===== src/rtl/rsc_pkg.sv =====
package rsc_pkg;
   localparam int REV_W   = 2;
   localparam int NUM_REV = 4;
   typedef logic [REV_W-1:0] rev_t;
endpackage


===== src/rtl/rsc_sync.sv =====
module rsc_sync #(
   parameter int W      = 1,
   parameter int STAGES = 2
) (
   input  logic         clk,
   input  logic         rst_n,
   input  logic [W-1:0] d,
   output logic [W-1:0] q
);
   if (STAGES < 2) begin : g_bad_stages
      $error("rsc_sync: STAGES must be at least 2");
   end

   logic [W-1:0] stg [STAGES];

   always_ff @(posedge clk or negedge rst_n) begin
      if (!rst_n) begin
         for (int s = 0; s < STAGES; s++) stg[s] <= '0;
      end else begin
         stg[0] <= d;
         for (int s = 1; s < STAGES; s++) stg[s] <= stg[s-1];
      end
   end

   assign q = stg[STAGES-1];
endmodule


===== src/rtl/rsc_edge_events.sv =====
module rsc_edge_events (
   input  logic clk,
   input  logic rst_n,
   input  logic en,
   input  logic ce_lvl,
   input  logic oe_lvl,
   input  logic rc_lvl,
   input  logic jtag_stb,
   output logic evt
);
   logic ce_prev, oe_prev, rc_prev;
   logic ce_rise, oe_fall, rc_rise;

   always_ff @(posedge clk or negedge rst_n) begin
      if (!rst_n) begin
         ce_prev <= 1'b0;
         oe_prev <= 1'b0;
         rc_prev <= 1'b0;
      end else begin
         ce_prev <= ce_lvl;
         oe_prev <= oe_lvl;
         rc_prev <= rc_lvl;
      end
   end

   // chip-enable low (active) qualifies the two gated edges
   assign ce_rise = ce_lvl & ~ce_prev;
   assign oe_fall = ~oe_lvl & oe_prev & ~ce_lvl;
   assign rc_rise = rc_lvl & ~rc_prev & ~ce_lvl;
   assign evt     = en & (ce_rise | oe_fall | rc_rise | jtag_stb);

   // a lone chip-enable fall with other pins quiet must not trigger
   assert_ce_fall_quiet_R11: assert property (@(posedge clk) disable iff (!rst_n)
      ($past(ce_lvl) && !ce_lvl && $stable(oe_lvl) && $stable(rc_lvl) && !jtag_stb) |-> !evt);

   // an output-enable fall while chip enable stays high is ignored
   assert_oe_gated_R5: assert property (@(posedge clk) disable iff (!rst_n)
      ($past(oe_lvl) && !oe_lvl && $past(ce_lvl) && ce_lvl && $stable(rc_lvl) && !jtag_stb) |-> !evt);
endmodule


===== src/rtl/rsc_range_lut.sv =====
module rsc_range_lut
   import rsc_pkg::*;
#(
   parameter int BLK_W   = 8,
   parameter int OFS_W   = 19,
   parameter bit REG_OUT = 1'b0,
   localparam int ADDR_W = BLK_W + 1 + OFS_W
) (
   input  logic                     clk,
   input  logic                     rst_n,
   input  rev_t                     rev,
   input  logic [NUM_REV*BLK_W-1:0] first_blk,
   input  logic [NUM_REV*BLK_W-1:0] blk_cnt,
   output logic [ADDR_W-1:0]        start_addr,
   output logic [ADDR_W-1:0]        end_addr
);
   if (OFS_W < 1) begin : g_bad_ofs
      $error("rsc_range_lut: OFS_W must be at least 1");
   end

   logic [ADDR_W-1:0] ent_start [NUM_REV];
   logic [ADDR_W-1:0] ent_end   [NUM_REV];

   for (genvar k = 0; k < NUM_REV; k++) begin : g_ent
      logic [BLK_W-1:0] fb, cnt, cnt_eff;
      logic [BLK_W:0]   last_blk;
      assign fb       = first_blk[k*BLK_W +: BLK_W];
      assign cnt      = blk_cnt[k*BLK_W +: BLK_W];
      assign cnt_eff  = (cnt == '0) ? BLK_W'(1) : cnt;
      assign last_blk = {1'b0, fb} + {1'b0, cnt_eff} - (BLK_W+1)'(1);
      assign ent_start[k] = {1'b0, fb, {OFS_W{1'b0}}};
      assign ent_end[k]   = {last_blk, {OFS_W{1'b1}}};
   end

   if (REG_OUT) begin : g_reg
      always_ff @(posedge clk or negedge rst_n) begin
         if (!rst_n) begin
            start_addr <= '0;
            end_addr   <= {{(BLK_W+1){1'b0}}, {OFS_W{1'b1}}};
         end else begin
            start_addr <= ent_start[rev];
            end_addr   <= ent_end[rev];
         end
      end
   end else begin : g_comb
      assign start_addr = ent_start[rev];
      assign end_addr   = ent_end[rev];
   end

   // an image never ends before it starts
   assert_range_order_R1: assert property (@(posedge clk) disable iff (!rst_n)
      end_addr >= start_addr);

   // the last word always closes a whole block
   assert_block_close_R10: assert property (@(posedge clk) disable iff (!rst_n)
      &end_addr[OFS_W-1:0]);
endmodule


===== src/rtl/rev_select_ctrl.sv =====
module rev_select_ctrl
   import rsc_pkg::*;
#(
   parameter int BLK_W       = 8,
   parameter int BLOCK_WORDS = 524288,
   parameter int SYNC_STAGES = 2,
   parameter bit REG_RANGE   = 1'b0,
   localparam int OFS_W      = $clog2(BLOCK_WORDS),
   localparam int ADDR_W     = BLK_W + 1 + OFS_W
) (
   input  logic                     clk,
   input  logic                     rst_n,
   input  logic [REV_W-1:0]         ext_sel,
   input  logic [REV_W-1:0]         int_sel,
   input  logic                     sel_src_int,
   input  logic                     ce_pin,
   input  logic                     oe_rst_pin,
   input  logic                     reconf_pin,
   input  logic                     jtag_reconf,
   input  logic [NUM_REV*BLK_W-1:0] tbl_first_blk,
   input  logic [NUM_REV*BLK_W-1:0] tbl_blk_cnt,
   output logic [REV_W-1:0]         rev_q,
   output logic                     rev_upd,
   output logic [ADDR_W-1:0]        start_addr,
   output logic [ADDR_W-1:0]        end_addr
);
   localparam int RAW_W    = 2*REV_W + 4;
   localparam int POR_LAST = SYNC_STAGES + 1;
   localparam int POR_CW   = $clog2(POR_LAST + 1);

   if (BLOCK_WORDS < 2 || (BLOCK_WORDS & (BLOCK_WORDS - 1)) != 0) begin : g_bad_bw
      $error("rev_select_ctrl: BLOCK_WORDS must be a power of two >= 2");
   end
   if (BLK_W < 1) begin : g_bad_blk
      $error("rev_select_ctrl: BLK_W must be at least 1");
   end

   logic [RAW_W-1:0] raw_in, sync_out;
   rev_t             ext_s, int_s, sel_now;
   logic             src_s, ce_s, oe_s, rc_s;
   logic [POR_CW-1:0] por_cnt;
   logic             por_done, por_fire, evt, load;

   assign raw_in = {ext_sel, int_sel, sel_src_int, ce_pin, oe_rst_pin, reconf_pin};

   rsc_sync #(.W(RAW_W), .STAGES(SYNC_STAGES)) u_sync (
      .clk(clk), .rst_n(rst_n), .d(raw_in), .q(sync_out)
   );

   assign {ext_s, int_s, src_s, ce_s, oe_s, rc_s} = sync_out;

   // power-up capture waits until the synchronizer and edge history are valid
   always_ff @(posedge clk or negedge rst_n) begin
      if (!rst_n) begin
         por_cnt  <= '0;
         por_done <= 1'b0;
      end else if (!por_done) begin
         if (por_cnt == POR_CW'(POR_LAST)) por_done <= 1'b1;
         else                              por_cnt  <= por_cnt + 1'b1;
      end
   end

   assign por_fire = !por_done && (por_cnt == POR_CW'(POR_LAST));

   rsc_edge_events u_evt (
      .clk(clk), .rst_n(rst_n), .en(por_done),
      .ce_lvl(ce_s), .oe_lvl(oe_s), .rc_lvl(rc_s),
      .jtag_stb(jtag_reconf), .evt(evt)
   );

   assign sel_now = src_s ? int_s : ext_s;
   assign load    = por_fire | evt;

   always_ff @(posedge clk or negedge rst_n) begin
      if (!rst_n) begin
         rev_q   <= '0;
         rev_upd <= 1'b0;
      end else begin
         if (load) rev_q <= sel_now;
         rev_upd <= load;
      end
   end

   rsc_range_lut #(.BLK_W(BLK_W), .OFS_W(OFS_W), .REG_OUT(REG_RANGE)) u_lut (
      .clk(clk), .rst_n(rst_n), .rev(rev_q),
      .first_blk(tbl_first_blk), .blk_cnt(tbl_blk_cnt),
      .start_addr(start_addr), .end_addr(end_addr)
   );

   // the latched revision moves only together with an update pulse
   assert_hold_R8: assert property (@(posedge clk) disable iff (!rst_n)
      !rev_upd |-> $stable(rev_q));

   // no update pulse before the power-up capture has completed
   assert_upd_after_por_R3: assert property (@(posedge clk) disable iff (!rst_n)
      rev_upd |-> por_done);

   // the power-up capture happens once
   assert_por_once_R3: assert property (@(posedge clk) disable iff (!rst_n)
      por_done |=> por_done);
endmodule


===== config.mk =====
export PLATFORM = sky130hd
export DESIGN_NAME = rev_select_ctrl
export DESIGN_NICKNAME = d
export VERILOG_FILES = /design/src/rtl/rsc_pkg.sv /design/src/rtl/rsc_sync.sv /design/src/rtl/rsc_edge_events.sv /design/src/rtl/rsc_range_lut.sv /design/src/rtl/rev_select_ctrl.sv
export SDC_FILE = /design/constraint.sdc
export NUM_CORES = 1
export LEC_CHECK = 0
export BUFFER_PORTS_ARGS = -buffer_cell sky130_fd_sc_hd__buf_2
export CAP_MARGIN = 20
export CELL_PAD_IN_SITES_DETAIL_PLACEMENT = 1
export CELL_PAD_IN_SITES_GLOBAL_PLACEMENT = 2
export CORE_AREA = 2 2 112 114
export DETAILED_ROUTE_END_ITERATION = 8
export DIE_AREA = 0 0 114 116
export PLACE_DENSITY = 0.86
export SYNTH_ARGS = -nofsm -noshare
export SYNTH_HDL_FRONTEND = slang
export SYNTH_HIERARCHICAL = 1
export SYNTH_SLANG_ARGS = --single-unit

===== constraint.sdc =====
create_clock -name clk -period 5.9 [get_ports clk]
set_input_delay 0.295 -clock clk [delete_from_list [all_inputs] [get_ports clk]]
set_output_delay 0.295 -clock clk [all_outputs]
set_load 0.005 [all_outputs]

# == Yosys cells after proc, flatten, opt, wreduce, memory -nomap -nowiden ==
# Cells that the tools add are included.
# totals
register_bits,25
word_cells,57
input_bits,75
# op_classes
bitwise,17
order_cmp,1
reduce_logical,7
eq_ne,1
addsub,9
mux,13
# ops
operator,count
binary-select mux 28 bit (select 2 bit),2
two-way mux 28 bit,4
adder 8 x 8 -> 9 bit,4
subtractor 9 x 1 -> 9 bit (second input constant),4
zero test 8 bit,4
two-way mux 8 bit,4
AND 1 bit,6
NOT 1 bit,6
OR 1 bit,4
>= comparator 3 bit (second input constant),1
NOT 2 -> 3 bit,1
adder 2 x 1 -> 2 bit (second input constant),1
== test 2 bit (second input constant),1
two-way mux 1 bit,2
two-way mux 2 bit,1
AND reduction 2 bit,1
logical AND 1 bit,1
zero test 1 bit,1

# == Longest topological paths before layout ==
# logic_depth
word_depth,8
mapped_depth,13
mapped_depth_nobuf,13

# == Modules after synthesis ==
# Netlist, hierarchy kept.
# by_module_without_submodules
module,cells_each,instances,area_per_inst_um2
rsc_range_lut,389,1,2817.7
rsc_sync,24,1,460.4
rev_select_ctrl,18,1,259.0
rsc_edge_events,8,1,111.4

# == Worst setup path after synthesis ==
# No wires, ideal clock.
# synth_timing
path_type,input to output
from,input port tbl_blk_cnt[6]
to,output port end_addr[26]
path_buffers,0
setup_slack_ns,3.228
required_time_ns,5.605
arrival_time_ns,2.377
path_stages,13
path_cell_list,nor4_1 > a41oi_1 > ha_1 > inv_1 > ha_1 > inv_1 > fa_1 > nor2b_1 > o21a_1 > o21ai_0 > o2bb2ai_1 > a211oi_1 > o2111a_1
# synth_via
elab_chain_cells,7
# synth_rtl
item,line,rtl
from (decl),rev_select_ctrl.sv:21,"input logic [NUM_REV*BLK_W-1:0] tbl_blk_cnt,"
zero test 8 bit,rsc_range_lut.sv:29,assign cnt_eff = (cnt == '0) ? BLK_W'(1) : cnt;
two-way mux 8 bit (*),rsc_range_lut.sv:29,
adder 8 x 8 -> 9 bit (*),rsc_range_lut.sv:30,"assign last_blk = {1'b0, fb} + {1'b0, cnt_eff} - (BLK_W+1)'(1);"
subtractor 9 x 1 -> 9 bit (*),rsc_range_lut.sv:30,
binary-select mux 28 bit (select 2 bit) (*),rsc_range_lut.sv:47,assign end_addr = ent_end[rev];
two-way mux 28 bit (not written as such) (*) (2 in a row),rsc_range_lut.sv:47,
to (decl),rev_select_ctrl.sv:25,output logic [ADDR_W-1:0] end_addr
# Mark *: on every way between the ends. The rest lies on a longest branch, timed or not. The select of a mux whose other input is x is not followed.

# == Final worst setup path ==
# Ends and elaborated chain as after synthesis.

==> run metrics <==
status=complete, no violations; Synth top area share=20.9%; Initial Utilization=30.6%; deepest clock path buffer count=2; H-tree level count=1; Detailed Place HPWL=9030 um; Unique masters post-synth=48; core box area=0.0119 mm2; Clock Sinks=25; grt ovf=0; Post-synth EDFFs=0; register area share after synthesis=17.1%; CP max-delay cell=fa_1; Worst setup EP type=output pin; WL final=10,100 um; relative slew slack=54.6%; cell accounting for the most synthesized area=ha_1; RSZ-0062 raised after global routing=no; setup ws final=2.59 ns; Area Growth Syn to Fin=14.0%; Yosys Warn Count=6; Worst-Margin Slew=0.681 ns; WL per Instance=15.1 um; synthesized instance count=439; antenna viol nets, final=0; row cnt=40; Mapped Area=0.00365 mm2; TritonCTS clock tree=done; first-pass GRT wire length=16,100 um; placer congestion estimate=0.894; die area=0.0132 mm2; flip-flop and latch count after synthesis=25; Ant. Diodes=0; # hold bufs at CTS=0; vias per cell=4.54; commonest cells in the netlist=inv_1, ha_1, buf_4; Tmin final=3.31 ns; share of cells above drive strength 1=23.7%; IO Count=134; DR iter-0 viols=75; pin count of the biggest net entering global routing=26; Placed Area=0.00408 mm2; number of setup buffers added after CTS=0; vias in the first global route=3,247; DRC=0; Post-Route Skew=0.00190 ns; max cap viols=0; vias=3,039; power per cell area=184 mW/mm2; Leakage=2.30 nW; Finished Cell Area=0.00416 mm2; Main synth FF type=dfrtp_1; # port buffers=94; post-cts sizing count=0; final hold viol count=0; Avg Inst Size Synth=8.31 um2; Layout Nets=664; top post-synthesis cells by area=ha_1, dfrtp_1, inv_1; Hold Slack=0.00341 ns; max incr delay on CP=0.40 ns; crit-path cells=buf_2 > nor4_1 > a41oi_1 > ha_1 > inv_1 > ha_1 > inv_1 > fa_1 > nor2b_1 > o21a_1 > o21ai_0 > o2bb2ai_1 > a211oi_1 > o2111a_1 > buf_2; setup violators final=0; Worst EP arrival=3.01 ns; post-route clock period utilization=56.1%; CTS Buf Count=3; max-slew violation count=0; worst skew pair latency=0.26 ns; Clock Tree Root=clkbuf_16; asr flop ratio synth=100%; VDD IR max=131 uV; Hold Crit Class=primary input to asynchronous set/reset pin; initial antenna violation count=0; most numerous cell in the Yosys netlist=inv_1; setup_tns=0 ns; crit path launch type=primary input; Die Span Y=116 um; Fmax achieved=302 MHz; First-pass DRT Iterations=4; Place WS=2.64 ns; Worst-path clk slew=0.06 ns; critical path peak fanout=3; Worst Setup Path Type=primary input to output pin; gr usage total=15.4%; Die Wd=114 um; WP data required=5.61 ns
-- path summary, 6_finish.rpt --
| kind | to | cells past startpoint | start | slack [ns] |
|---|---|---|---|---|
| max | end_addr[26] | 15 | tbl_blk_cnt[6] | 2.59 |
| max reg2reg | rev_q[1]$_DFFE_PN0P_ | 4 | u_sync/q[2]$_DFF_PN0_ | 4.34 |
| min reg2reg | u_sync/q[2]$_DFF_PN0_ | 0 | u_sync/stg[10]$_DFF_PN0_ | 0.35 |
| min | rev_upd$_DFF_PN0_ | 1 | rst_n | 0.003 |
| min in group clk | u_sync/stg[14]$_DFF_PN0_ | 1 | ext_sel[0] | 0.14 |
| max in group asynchronous | por_cnt[1]$_DFFE_PN0P_ | 1 | rst_n | 5.55 |
-- routing by layer --
metal | up-vias | global-route usage (%) | share of wire (%)
met5 | - | 0 | 0
met4 | 0 | 3.66 | 1.8
met3 | 13 | 3.19 | 7.1
met2 | 106 | 28.1 | 48
met1 | 1392 | 18.6 | 43
li1 | 1528 | - | -
-- critical path, delay by kind of cell --
kind	cells	cell delay [ns]
buffers and inverters	4	0.36
AOI/OAI and AO/OA	6	1.11
and+or+nand+nor	2	0.45
adders and majority gates	3	0.79
-- per-stage QoR --
stage | util, % | total power (W) | std cells
floorplan | - | 0.000493 | 476
finish | 34.9 | 0.000766 | 670
global placement | 34.2 | 0.000609 | 666
global route | 34.9 | 0.000833 | 670
CTS | 34.9 | 0.000774 | 670
detailed placement | 34.2 | 0.000621 | 666
-- registers in the layout, indices dropped and copies added (netlist names) --
| signal | count |
|---|---|
| por_done | 1 |
| u_evt/ce_prev | 1 |
| u_sync/stg | 8 |
| rev_upd | 1 |
| u_evt/rc_prev | 1 |
| u_sync/q | 8 |
| u_evt/oe_prev | 1 |
| rev_q | 2 |
| por_cnt | 2 |
-- where the power goes --
group / total, W / switching (W) / internal (W)
clock network: 0.000149 / 0.0000569 / 0.0000919
logic: 0.000428 / 0.000227 / 0.000201
registers: 0.000189 / 0.00000841 / 0.000180
total: 0.000766 / 0.000292 / 0.000473
-- area by class of cell --
type	count	area [um2]
sequential	25	626
clock inverter	1	7.51
fill	1483	7750
tap	147	184
timing repair buffer	96	485
multi-input combinational	271	2300
clock buffer	3	75.1
inverter	127	477
-- placed cells by master, fill, tap and decap left out, types with 2 or more instances in the layout --
cell and instances:
a31oi_1 3, buf_4 2, xor2_1 3, nand2_1 6, mux2_2 2, o211ai_1 2, inv_1 127, nor2b_1 5
a21o_1 7, a21oi_1 15, or4_1 2, xnor2_1 12, a211oi_1 8, a21oi_2 2, fa_1 4, o21ai_0 15
nor4_1 7, ha_1 61, conb_1 39, mux2_4 2, o21a_1 5, nor3_1 11, clkbuf_16 3, nor2_1 17
o2111a_1 2, buf_2 94, mux4_2 14, nand2b_1 2, nand3_1 4, dfrtp_1 25, a41oi_1 5
-- logic make-up after synthesis --
family | synth area share [%]
AND/OR/NAND/NOR | 8.75
XOR/XNOR | 3.60
AO/OA/AOI/OAI | 13.0
flip-flops | 17.1
buffers and inverters | 23.5
multiplexers | 10.7
adder cells (fa/ha/maj) | 23.1
other | 0.206
Note: power is estimated with default switching activity, not from simulation.
